===== src/rtl/smd_pkg.sv =====
package smd_pkg;

  // Shift register modes: the encoding is part of the register's contract.
  typedef enum logic [1:0] {
    SH_HOLD  = 2'b00,
    SH_LOAD  = 2'b01,
    SH_RIGHT = 2'b10,
    SH_LEFT  = 2'b11
  } sh_mode_e;

  typedef enum logic [1:0] {
    TM_IDLE = 2'b00,
    TM_CLR  = 2'b01,
    TM_CNT  = 2'b10
  } tmr_state_e;

  // 8-bit binary to three BCD digits {hundreds, tens, units} by add-3 shifting.
  function automatic logic [11:0] bin8_to_bcd(input logic [7:0] v);
    logic [19:0] s;
    s = {12'd0, v};
    for (int i = 0; i < 8; i++) begin
      if (s[11:8]  >= 4'd5) s[11:8]  = s[11:8]  + 4'd3;
      if (s[15:12] >= 4'd5) s[15:12] = s[15:12] + 4'd3;
      if (s[19:16] >= 4'd5) s[19:16] = s[19:16] + 4'd3;
      s = s << 1;
    end
    return s[19:8];
  endfunction

endpackage


===== src/rtl/smd_shreg.sv =====
module smd_shreg
  import smd_pkg::*;
#(
  parameter int W = 8
) (
  input  logic         clk,
  input  logic         rst_n,
  input  sh_mode_e     mode,
  input  logic [W-1:0] din,
  output logic [W-1:0] q
);
  logic [W-1:0] q_nxt;

  always_comb begin
    unique case (mode)
      SH_LOAD:  q_nxt = din;
      SH_RIGHT: q_nxt = {1'b0, q[W-1:1]};
      SH_LEFT:  q_nxt = {q[W-2:0], 1'b0};
      default:  q_nxt = q;
    endcase
  end

  always_ff @(posedge clk or negedge rst_n) begin
    if (!rst_n) q <= '0;
    else        q <= q_nxt;
  end
endmodule


===== src/rtl/smd_accum.sv =====
module smd_accum #(
  parameter int W = 8
) (
  input  logic         clk,
  input  logic         rst_n,
  input  logic         clr,   // wins over ld
  input  logic         ld,
  input  logic [W-1:0] d,
  output logic [W-1:0] q
);
  always_ff @(posedge clk or negedge rst_n) begin
    if (!rst_n)   q <= '0;
    else if (clr) q <= '0;
    else if (ld)  q <= d;
  end
endmodule


===== src/rtl/smd_mult_core.sv =====
module smd_mult_core
  import smd_pkg::*;
#(
  parameter int OPW = 4
) (
  input  logic             clk,
  input  logic             rst_n,
  input  logic             start,
  input  logic [OPW-1:0]   a,
  input  logic [OPW-1:0]   b,
  output logic             busy,
  output logic             done,
  output logic [2*OPW-1:0] prod
);
  localparam int PW = 2 * OPW;
  localparam int CW = (OPW > 1) ? $clog2(OPW) : 1;
  localparam logic [CW-1:0] LAST = CW'(OPW - 1);

  logic          run_q, run_nxt;
  logic [CW-1:0] step_q, step_nxt;
  sh_mode_e      mcand_mode, mplier_mode;
  logic [PW-1:0] mcand;
  logic [OPW-1:0] mplier;
  logic          acc_clr, acc_ld;
  logic [PW-1:0] sum;

  // Control unit: next state
  always_comb begin
    run_nxt     = run_q;
    step_nxt    = step_q;
    mcand_mode  = SH_HOLD;
    mplier_mode = SH_HOLD;
    acc_clr     = 1'b0;
    acc_ld      = 1'b0;
    done        = 1'b0;
    if (!run_q) begin
      if (start) begin
        run_nxt     = 1'b1;
        step_nxt    = '0;
        mcand_mode  = SH_LOAD;
        mplier_mode = SH_LOAD;
        acc_clr     = 1'b1;
      end
    end else begin
      mcand_mode  = SH_LEFT;
      mplier_mode = SH_RIGHT;
      acc_ld      = mplier[0];
      if (step_q == LAST) begin
        run_nxt = 1'b0;
        done    = 1'b1;
      end else begin
        step_nxt = step_q + 1'b1;
      end
    end
  end

  always_ff @(posedge clk or negedge rst_n) begin
    if (!rst_n) begin
      run_q  <= 1'b0;
      step_q <= '0;
    end else begin
      run_q  <= run_nxt;
      step_q <= step_nxt;
    end
  end

  // Datapath
  smd_shreg #(.W(PW)) u_mcand (
    .clk(clk), .rst_n(rst_n), .mode(mcand_mode),
    .din({{OPW{1'b0}}, a}), .q(mcand)
  );

  smd_shreg #(.W(OPW)) u_mplier (
    .clk(clk), .rst_n(rst_n), .mode(mplier_mode), .din(b), .q(mplier)
  );

  assign sum = prod + mcand;

  smd_accum #(.W(PW)) u_acc (
    .clk(clk), .rst_n(rst_n), .clr(acc_clr), .ld(acc_ld), .d(sum), .q(prod)
  );

  assign busy = run_q;
endmodule


===== src/rtl/smd_prescaler.sv =====
module smd_prescaler #(
  parameter int unsigned DIV0 = 50,
  parameter int unsigned DIV1 = 50,
  parameter int unsigned DIV2 = 100,
  parameter int unsigned DIV3 = 2
) (
  input  logic clk,
  input  logic rst_n,
  output logic tick
);
  localparam int NST = 4;
  localparam int unsigned RATIO [NST] = '{DIV0, DIV1, DIV2, DIV3};

  logic [NST:0] tc;
  logic         tff_q;

  assign tc[0] = 1'b1;

  for (genvar g = 0; g < NST; g++) begin : g_stage
    localparam int unsigned R  = RATIO[g];
    localparam int          SW = (R > 2) ? $clog2(R) : 1;
    localparam logic [SW-1:0] TOP = SW'(R - 1);
    logic [SW-1:0] cnt;

    always_ff @(posedge clk or negedge rst_n) begin
      if (!rst_n)        cnt <= '0;
      else if (tc[g]) begin
        if (cnt == TOP)  cnt <= '0;
        else             cnt <= cnt + 1'b1;
      end
    end

    assign tc[g+1] = tc[g] && (cnt == TOP);
  end

  // Toggle stage: a tick on every second terminal count of the last divider
  always_ff @(posedge clk or negedge rst_n) begin
    if (!rst_n)        tff_q <= 1'b0;
    else if (tc[NST])  tff_q <= ~tff_q;
  end

  assign tick = tc[NST] && tff_q;
endmodule


===== src/rtl/smd_disp_timer.sv =====
module smd_disp_timer
  import smd_pkg::*;
(
  input  logic clk,
  input  logic rst_n,
  input  logic tick,
  input  logic done,
  output logic ready
);
  tmr_state_e st_q, st_nxt;
  logic [2:0] cnt;
  logic       cnt_clr, cnt_en;

  always_comb begin
    st_nxt  = st_q;
    cnt_clr = 1'b0;
    cnt_en  = 1'b0;
    unique case (st_q)
      TM_IDLE: if (done) st_nxt = TM_CLR;
      TM_CLR: begin
        cnt_clr = 1'b1;
        st_nxt  = TM_CNT;
      end
      TM_CNT: begin
        cnt_en = tick;
        if (tick && cnt == 3'd7) st_nxt = TM_IDLE;
      end
      default: st_nxt = TM_IDLE;
    endcase
  end

  always_ff @(posedge clk or negedge rst_n) begin
    if (!rst_n) st_q <= TM_IDLE;
    else        st_q <= st_nxt;
  end

  always_ff @(posedge clk or negedge rst_n) begin
    if (!rst_n)       cnt <= '0;
    else if (cnt_clr) cnt <= '0;
    else if (cnt_en)  cnt <= cnt + 3'd1;
  end

  assign ready = (st_q != TM_IDLE);
endmodule


===== src/rtl/serial_mult_display.sv =====
module serial_mult_display
  import smd_pkg::*;
#(
  parameter int unsigned DIV0 = 50,
  parameter int unsigned DIV1 = 50,
  parameter int unsigned DIV2 = 100,
  parameter int unsigned DIV3 = 2
) (
  input  logic       clk,
  input  logic       rst_n,
  input  logic       start,
  input  logic [3:0] op_a,
  input  logic [3:0] op_b,
  input  logic       show_hund,
  output logic       ready,
  output logic [3:0] dig_hi,
  output logic [3:0] dig_lo
);
  logic [1:0]  rst_sync;
  logic        rst_i_n;
  logic        core_busy, core_done, tick, start_go;
  logic [7:0]  prod;
  logic [11:0] bcd;

  // Asynchronous assert, synchronous release
  always_ff @(posedge clk or negedge rst_n) begin
    if (!rst_n) rst_sync <= 2'b00;
    else        rst_sync <= {rst_sync[0], 1'b1};
  end
  assign rst_i_n = rst_sync[1];

  assign start_go = start && !ready && !core_busy;

  smd_mult_core #(.OPW(4)) u_core (
    .clk(clk), .rst_n(rst_i_n), .start(start_go), .a(op_a), .b(op_b),
    .busy(core_busy), .done(core_done), .prod(prod)
  );

  smd_prescaler #(.DIV0(DIV0), .DIV1(DIV1), .DIV2(DIV2), .DIV3(DIV3)) u_pre (
    .clk(clk), .rst_n(rst_i_n), .tick(tick)
  );

  smd_disp_timer u_tmr (
    .clk(clk), .rst_n(rst_i_n), .tick(tick), .done(core_done), .ready(ready)
  );

  assign bcd = bin8_to_bcd(prod);

  always_comb begin
    if (!ready) begin
      dig_hi = op_a;
      dig_lo = op_b;
    end else if (show_hund) begin
      dig_hi = 4'd0;
      dig_lo = bcd[11:8];
    end else begin
      dig_hi = bcd[7:4];
      dig_lo = bcd[3:0];
    end
  end
endmodule


===== config.mk =====
export PLATFORM = sky130hd
export DESIGN_NAME = serial_mult_display
export DESIGN_NICKNAME = d
export VERILOG_FILES = /design/src/rtl/smd_pkg.sv /design/src/rtl/smd_shreg.sv /design/src/rtl/smd_accum.sv /design/src/rtl/smd_mult_core.sv /design/src/rtl/smd_prescaler.sv /design/src/rtl/smd_disp_timer.sv /design/src/rtl/serial_mult_display.sv
export SDC_FILE = /design/constraint.sdc
export NUM_CORES = 1
export LEC_CHECK = 0
export BUFFER_PORTS_ARGS = -buffer_cell sky130_fd_sc_hd__buf_4
export CAP_MARGIN = 10
export CORE_ASPECT_RATIO = 2
export CORE_MARGIN = 4
export CORE_UTILIZATION = 30
export DETAILED_ROUTE_END_ITERATION = 8
export GPL_ROUTABILITY_DRIVEN = 0
export GPL_TIMING_DRIVEN = 0
export PLACE_DENSITY = 0.44
export SYNTH_ARGS = -nofsm -noshare
export SYNTH_HDL_FRONTEND = slang
export SYNTH_SLANG_ARGS = --single-unit

===== constraint.sdc =====
create_clock -name clk -period 10.35 [get_ports clk]
set_clock_uncertainty 0.2 [all_clocks]
set_input_delay 1.5525 -clock clk [delete_from_list [all_inputs] [get_ports clk]]
set_output_delay 1.5525 -clock clk [all_outputs]
set_load 0.02 [all_outputs]

Word-level counts from Yosys, hierarchy flattened
Cells that the tools add are included.

Reduce and logical (&&, ||, !) cells: 18. Magnitude comparators: 18. $add $sub $neg: 25. Bitwise logic cells: 1. Eq/ne operators: 16. Mux-type cells: 50.

Operators with widths (number): two-way mux 4 bit (16); >= comparator 4 x 3 -> 1 bit (second input constant) (15); adder 4 x 2 -> 4 bit (second input constant) (11); two-way mux 3 bit (8); one-hot mux 8 bit (3 select lines) (1); two-way mux 8 bit (2); two-way mux 2 bit (7); adder 3 x 2 -> 3 bit (second input constant) (4); adder 6 x 1 -> 6 bit (second input constant) (2); equality test 2 bit (second input constant) (6); equality test 6 bit (second input constant) (2); two-way mux 6 bit (2); one-hot mux 4 bit (3 select lines) (1); two-way mux 1 bit (11); adder 8 bit (1); nonzero test 2 bit (4); adder 7 x 1 -> 7 bit (second input constant) (1); equality test 7 bit (second input constant) (1); logical AND 1 bit (7); two-way mux 7 bit (1); adder 1 x 2 -> 3 bit (second input constant) (2); equality test 2 x 1 -> 1 bit (second input constant) (3); >= comparator 1 x 3 -> 1 bit (second input constant) (2); one-hot mux 2 bit (3 select lines) (1); 13 further kinds (17).

Logic and storage cells: 141. Register bits: 51. Input port bits: 12. Output and inout bits: 9.

Depth between registers and ports, before layout
Gate-level depths: netlist of the first run.

Depth after elaboration: 16. Mapped depth: 23. Depth with buffers taken out: 23.

By module
A second synthesis of the first run with hierarchy kept.

Cell total of the unflattened synthesis: 413. Area total of the unflattened synthesis: 3951.3 µm².

By module, submodules not included: serial_mult_display (cells each 160, seq. area each 50.0 µm², area an instance 1206.2 µm², times used 1); smd_prescaler (cells each 107, seq. area each 525.5 µm², area an instance 1083.5 µm², times used 1); smd_mult_core (cells each 58, seq. area each 75.1 µm², area an instance 475.5 µm², times used 1); smd_shreg at u_core.u_mcand (cells each 22, seq. area each 200.2 µm², area an instance 400.4 µm², times used 1); smd_accum (cells each 26, seq. area each 200.2 µm², area an instance 325.3 µm², times used 1); smd_disp_timer (cells each 27, seq. area each 125.1 µm², area an instance 261.5 µm², times used 1); smd_shreg at u_core.u_mplier (cells each 13, seq. area each 100.1 µm², area an instance 198.9 µm², times used 1).

Least setup slack after synthesis of the first run
No wires, ideal clock.

Path type: flip-flop to output port. Start: register u_core.u_acc.q[6]. End: output dig_hi[2]. Stages on the path, launching flop included: 23. Data arrival time: 5.291 ns. Path buffers: 0. Data required time: 8.597 ns. Slack: 3.307 ns. Cell sequence: dfrtp_1 > inv_1 > ha_1 > o21ai_1 > xnor2_2 > ha_1 > nand2b_1 > a32oi_4 > xnor2_2 > inv_2 > ha_1 > nor2b_1 > nor3_1 > a31oi_1 > nand2_1 > ha_1 > a31oi_1 > nand4_1 > nand4_1 > inv_1 > ha_1 > nor2_1 > o41ai_1.

Longest elaborated chain between the ends: 14. Elaborated cells between the ends (all ways): 32. Classes of those cells: 10 x add/sub; 10 x order compare; 12 x mux.

RTL lines: start: declaration (RTL line smd_accum.sv:9) `output logic [W-1:0] q`; start signal: assignment (RTL line smd_accum.sv:12) `if (!rst_n) q <= '0;`; start signal: assignment (RTL line smd_accum.sv:13) `else if (clr) q <= '0;`; start signal: assignment (RTL line smd_accum.sv:14) `else if (ld) q <= d;`; adder 4 x 2 -> 4 bit / >= comparator 4 x 3 -> 1 bit (equally long branches) (RTL line smd_pkg.sv:22) `if (s[11:8] >= 4'd5) s[11:8] = s[11:8] + 4'd3;`; two-way mux 4 bit (*) (RTL line smd_pkg.sv:22); adder 4 x 2 -> 4 bit (tied with other cells) (RTL line smd_pkg.sv:22); two-way mux 4 bit, on equally long branches (RTL line smd_pkg.sv:22, smd_pkg.sv:23); adder 4 x 2 -> 4 bit (tied with other cells) (RTL line smd_pkg.sv:22); two-way mux 4 bit, on equally long branches (RTL line smd_pkg.sv:22, smd_pkg.sv:23); adder 4 x 2 -> 4 bit (tied with other cells) (RTL line smd_pkg.sv:22); two-way mux 4 bit, on equally long branches (RTL line smd_pkg.sv:22, smd_pkg.sv:23); adder 4 x 2 -> 4 bit (tied with other cells) (RTL line smd_pkg.sv:23) `if (s[15:12] >= 4'd5) s[15:12] = s[15:12] + 4'd3;`; two-way mux 4 bit, on equally long branches (RTL line smd_pkg.sv:23, smd_pkg.sv:22); adder 4 x 2 -> 4 bit / >= comparator 4 x 3 -> 1 bit (equally long branches) (RTL line smd_pkg.sv:23); two-way mux 4 bit (*) (RTL line smd_pkg.sv:23); two-way mux 4 bit (*) (RTL line serial_mult_display.sv:53) `end else if (show_hund) begin`; two-way mux 4 bit (*) (RTL line serial_mult_display.sv:50) `if (!ready) begin`; end: declaration (RTL line serial_mult_display.sv:16) `output logic [3:0] dig_hi,`.

Every way passes the cells marked *; elsewhere a longest branch is shown, timed or not.

Worst setup path after layout of the first run
Start: register u_core.u_acc.q[6]. End: output dig_hi[3].

The elaborated chain is that of the path after synthesis.

==> results.cfg, run 1 <==
[status]
outcome = complete, no violations

[cts]
clk_pin_slew_worst_paths_ns = 0.07
cts_root_buf = clkbuf_16
clkLatencyLatePin_ns = 0.29
numCtsBuffers = 5
ctsLongestPathBuffers = 2
cts_max_level = 2
postCtsSetupBuffers = 0
cts_hold_buf = 0
clock-sinks = 51
cts_resized = 0
cts_tree = done

[floorplan]
die_w_um = 86.5
fp.coreArea_um2 = 12100
fp.dieArea_um2 = 14300
fp-row-count = 57
io_pins = 21
fp.dieH_um = 165
start_util = 0.305

[pwr]
p_int_uw = 704
swShare = 0.493
p_per_area_nw_per_um2 = 330
pwr-share-clk = 0.126
leakage_nw = 1.90
power_frac_comb = 0.666
power.switching_uw = 683
ir_worst_vdd_uv = 207
pwr-share-seq = 0.209

[critical_path]
cpMaxStageDelayCell = a31oi_1
cp_max_fo = 10
cp-end-kind = output port
crit_family = compound AO/OA/AOI/OAI gates
cp.required_ns = 8.60
path_class = register to output port
critPathBufInv = 3
cpMostUsedCell = ha_1
crit_chain = inv_1, ha_1, o21ai_1, xnor2_2, ha_1, nand2b_1, a32oi_4, xnor2_2, inv_2, ha_1, nor2b_1, nor3_1, a31oi_1, nand2_1, ha_1, a31oi_1, nor2_1, a31oi_1, nor4_1, mux2_2, nor4_1, o21ai_1, buf_4
cp.arrival_ns = 6.65
critPathLaunchType = register
max_stage_delay_ns = 0.70

[timing]
fin_tns_setup_ns = 0
min_period_ns = 8.40
rsz0062_at_grt = no
final_hold_viol_count = 0
maxSlewHeadroom = 0.367
clock.fmax_ghz = 0.119
maxSlewViolCount = 0
hold_ws_ns = 0.0445
worst_pin_slew_ns = 0.944
setup_viol = 0
fin_crit_sh = 0.812

[synth]
synth_top_area_cell = dfrtp_1
netlist_area_um2 = 3690
async_reset_ff_frac = 1.00
syn_area_per_cell_um2 = 8.73
synthTopCellsByCount = 68 x nand2_1, 51 x dfrtp_1, 37 x o21ai_0
ys_types = 66
synth_top_area_share = 0.345
ys_seq_area_frac = 0.345
synth_cells = 423
synth.net_count = 460
synth.most_common_cell = nand2_1
synth_top_flop_cell = dfrtp_1
synth_edf_count = 0
ys_seq_elements = 51
ys_top_cells_by_area = dfrtp_1 35%, ha_1 8.1%, nand2_1 6.9%
synth_warnings = 0

[finish]
seq_area_um2 = 1280
stdcell_area_um2 = 4200
synthToLayoutAreaGrowth_pct = 13.6
multi_input_comb_area_um2 = 2310
final_cells = 598
drive_gt1_frac = 0.104
n_antenna_cell = 0
final_nets = 487
post-route-util = 0.346
nFillCells = 1288

[global_route]
grt_pass1_vias = 3258
grt_max_degree = 30
grt_usage = 0.145
grt_pass1_wl_um = 16200
gr-total-overflow = 0
antenna_found_initial = 0

[placement]
io_buffers = 19
place_hpwl_um = 8020
placed_area_um2 = 4040
dp_cells = 590

[routing]
initialDrtViolationCount = 94
vias = 3216
drt-wirelength-per-cell_um = 16.5
drtAntennaViolNets = 0
routed_wl_um = 9880
first_pass_iters = 4
vias_per_cell = 5.38
drc = 0

[job]
cap_violations = 0

[min_path]
hp-class = register to async pin
area by class of cell:
cell class / instances / share of cell area
Buffer: 13 / 0.0134
Clock buffer: 8 / 0.0372
Inverter: 15 / 0.0134
Multi-Input combinational cell: 344 / 0.549
Sequential cell: 51 / 0.304
Tap cell: 147 / 0.0438
Timing Repair Buffer: 20 / 0.0387
state kept, by name, summed over array words and instances (netlist names):
| signal | flops |
|---|---|
| u_core.u_mplier.q | 4 |
| u_tmr.st_q | 2 |
| u_core.u_acc.q | 8 |
| u_tmr.cnt | 3 |
| u_core.busy | 1 |
| u_core.step_q | 2 |
| u_pre.g_stage.cnt | 20 |
| rst_sync | 2 |
| u_pre.tff_q | 1 |
| u_core.u_mcand.q | 8 |
cells by family (layout without fill, tap and decap cells):
kind of cell,Yosys count,after routing,share of synthesized area
buffers and inverters,28,56,0.0305
AO/OA/AOI/OAI,117,117,0.219
adder cells (fa/ha/maj),25,25,0.0867
multiplexers,20,20,0.0569
other,1,1,0.00101
XOR/XNOR,15,15,0.0396
flip-flops,51,51,0.345
AND/OR/NAND/NOR,166,166,0.221
cells in the final DEF, fill, tap and decap left out, types with 4 or more instances in the layout:
cell type	synthesis	final
buf_4	0	19
nor2_1	28	28
inv_1	14	14
nand3_1	14	14
nor3_1	6	6
nand4_1	8	8
a31oi_1	7	7
and3_1	7	7
or4_1	4	4
o21ai_0	37	37
clkbuf_1	11	12
dfrtp_1	51	50
nand2_1	68	68
a211o_1	4	4
clkbuf_16	0	5
xnor2_1	10	10
o21ai_1	4	4
mux2_2	4	4
nor4_1	7	7
o211ai_1	4	4
a32o_1	4	4
ha_1	24	24
a22o_1	5	5
mux2i_1	15	15
o21bai_1	5	5
a21oi_1	20	20
worst register-to-register path: cells and delay by family, from the launching register on:
kind	cells	cell delay [ns]
AOI/OAI and AO/OA	6	1.13
muxes	2	0.58
adders and majority gates	1	0.33
DFF	1	0.48
final timing paths:
kind | startpoint | endpoint | slack (ns) | cells past startpoint
min in group clk | rst_sync[0] | rst_sync[1] | 0.15 | 0
max in group asynchronous | rst_n | rst_sync[1] | 9.02 | 1
max reg2reg | u_core.u_acc.q[1] | u_core.u_acc.q[7] | 7.51 | 9
min | rst_sync[1] | u_pre.g_stage[2].cnt[1] | 0.04 | 0
min reg2reg | rst_sync[1] | u_pre.g_stage[2].cnt[1] | 0.04 | 0
max | u_core.u_acc.q[6] | dig_hi[3] | 1.95 | 23
stage by stage:
step           power (mW)  worst slack [ns]
6_report             1.39              1.95
3_5_place_dp         1.22              2.26
2_1_floorplan       0.970              3.31
3_3_place_gp         1.20              2.45
5_1_grt              1.51              1.36
4_1_cts              1.41              1.93
power groups by stage:
stage               logic (mW)  registers (mW)  clock network, mW
global route              1.02           0.297              0.189
finish                   0.924           0.290              0.174
CTS                      0.932           0.291              0.182
global placement         0.907           0.296                  0
floorplan                0.689           0.280                  0
detailed placement       0.927           0.294                  0
per-layer routing:
metal  up-vias  global-route usage  wire length (um)
met5         -                   0                 0
met3        19              0.0160               159
li1       1608                   -                 -
met4         0              0.0702               342
met1      1538               0.133              3410
met2        51               0.299              5970
Note: power is estimated with default switching activity, not from simulation.
==> run 2: changes to the inputs <==
Settings changed: PLACE_DENSITY 0.44 to 0.46.
Clock period 10.35 ns to 7.72 ns, I/O delays scaled along.
==> results.cfg, run 2 (synthesized netlist as in run 1, its figures left out) <==
[critical_path]
crit_chain = inv_1, ha_1, o21ai_1, xnor2_2, ha_1, nand2b_1, a32oi_4, xnor2_2, inv_2, ha_1, nor2b_4, nor3_1, a31oi_1, nand2_1, ha_1, a31oi_2, nor2_1, a31oi_4, nor4_1, mux2_2, nor4_1, o21ai_1, buf_4
cp.arrival_ns = 5.84
max_stage_delay_ns = 0.48
cp_max_fo = 10
rr_startpoint = u_core.u_acc.q[1]
cp-endpoint = dig_hi[3]
cp.required_ns = 6.36
cpMaxStageDelayCell = dfrtp_2
timing.critical_path.from = u_core.u_acc.q[6]
rr_endpoint = u_core.u_acc.q[7]
r2r_setup_slack_ns = 5.02
cpMostUsedCell = ha_1
rr_worst_depth = 9
cp-end-kind = output port
critPathLaunchType = register
path_class = register to output port

[routing]
drt-wirelength-per-cell_um = 16.4
vias_per_cell = 5.44
vias = 3266
drtAntennaViolNets = 0
drc = 0
first_pass_iters = 5
routed_wl_um = 9820
initialDrtViolationCount = 120

[global_route]
grt_usage = 0.142
antenna_found_initial = 0
grt_pass1_vias = 3265
grt_pass1_wl_um = 16200
gr-total-overflow = 0
grt_max_degree = 37

[cts]
clk_pin_slew_worst_paths_ns = 0.07
clock-sinks = 51
ctsLongestPathBuffers = 2
cts_max_level = 2
cts_tree = done
numCtsBuffers = 5
cts_root_buf = clkbuf_16
clkLatencyLatePin_ns = 0.29

[min_path]
hp-class = register to async pin

[finish]
final_nets = 489
largest_register = u_pre.g_stage.cnt
synthToLayoutAreaGrowth_pct = 14.9
largest_reg_flops = 20
nFillCells = 1301
n_antenna_cell = 0
largestRegisters = u_pre.g_stage.cnt (20), u_core.u_acc.q (8), u_core.u_mcand.q (8)
stdcell_area_um2 = 4250
final_common_cell = nand2_1
drive_gt1_frac = 0.115
layout_common_cells = 68 x nand2_1, 49 x dfrtp_1, 37 x o21ai_0, 28 x nor2_1, 24 x ha_1

[placement]
placed_area_um2 = 4040
place_hpwl_um = 7740
io_buffers = 19

[pwr]
p_int_uw = 958
pwr-share-clk = 0.124
power_frac_comb = 0.669
leakage_nw = 1.92
swShare = 0.489
power.switching_uw = 919
ir_worst_vdd_uv = 225
pwr-share-seq = 0.207
p_per_area_nw_per_um2 = 442

[timing]
maxSlewHeadroom = 0.531
clock.fmax_ghz = 0.139
final_hold_viol_count = 0
setup_viol = 0
rsz0062_at_grt = no
worst_pin_slew_ns = 0.698
min_period_ns = 7.19
hold_ws_ns = 0.0610
maxSlewViolCount = 0
fin_crit_sh = 0.932

[floorplan]
fp.dieH_um = 165
fp.dieArea_um2 = 14300
fp.coreArea_um2 = 12100
io_pins = 21
die_w_um = 86.5
start_util = 0.305
fp-row-count = 57

[job]
cap_violations = 0

[status]
outcome = complete, no violations
run 2: cell types whose count changed in the layout (fill, tap and decap cells not counted), sizes merged:
cell,before,now
buf,22,23
dlygate4sd3,0,1
run 2: power groups by stage:
stage | registers, mW | clock network (mW) | logic [mW]
after floorplan | 0.376 | 0 | 0.924
after global placement | 0.398 | 0 | 1.21
after detailed placement | 0.396 | 0 | 1.24
after CTS | 0.390 | 0.243 | 1.25
after global routing | 0.400 | 0.251 | 1.39
final | 0.389 | 0.233 | 1.25
run 2: metrics by stage:
| step | total power [mW] | setup TNS [ns] | utilization | setup WS (ns) | instances |
|---|---|---|---|---|---|
| after floorplan | 1.30 | 0 | - | 1.07 | 423 |
| after global placement | 1.61 | 0 | 0.332 | 0.0970 | 589 |
| final | 1.88 | 0 | 0.350 | 0.525 | 600 |
| after global routing | 2.04 | 0 | 0.350 | 0.0747 | 600 |
| after CTS | 1.88 | -0.00421 | 0.348 | -0.00421 | 599 |
| after detailed placement | 1.63 | -0.0706 | 0.333 | -0.0706 | 590 |
run 2: worst min-delay path by stage:
stage	cells past startpoint	endpoint	start	slack (ns)
after floorplan	0	rst_sync[1]	rst_sync[0]	0.13
after global placement	0	rst_sync[1]	rst_sync[0]	0.14
after detailed placement	0	u_pre.g_stage[2].cnt[1]	rst_sync[1]	-0.008
after CTS	1	u_core.u_mcand.q[4]	rst_sync[1]	0.08
after global routing	1	u_pre.g_stage[2].cnt[4]	rst_sync[1]	0.09
final	1	u_pre.g_stage[2].cnt[4]	rst_sync[1]	0.06
run 2: layout make-up:
type	instances	area [um^2]	area share
multi-input combinational	344	2330	0.550
sequential	51	1280	0.301
tap	147	184	0.0433
inverter	15	56.3	0.0133
timing repair buffer	22	180	0.0424
buffer	13	56.3	0.0133
clock buffer	8	156	0.0368
run 2: worst max-delay path, delay by kind of cell, from the launching register on:
| family | cells | cell delay (ns) |
|---|---|---|
| compound gates | 6 | 1.60 |
| simple gates | 7 | 1.30 |
| fa+ha+maj | 4 | 1.12 |
| flops | 1 | 0.48 |
| buf+inv | 3 | 0.37 |
| xor+xnor | 2 | 0.37 |
| mux | 1 | 0.29 |
run 2: timing repair:
item,in CTS,in global routing
buffers inserted,0,1
hold buffers,1,0
pin swaps,0,3
setup endpoints to repair,4,4
hold endpoints to repair,13,0
gates resized for setup,2,4
run 2: routing by layer:
layer,track usage,vias up,routed length [um]
li1,-,1608,-
met1,0.137,1579,3490
met3,0.0150,20,185
met2,0.297,59,5860
met4,0.0454,0,275
met5,0,-,0
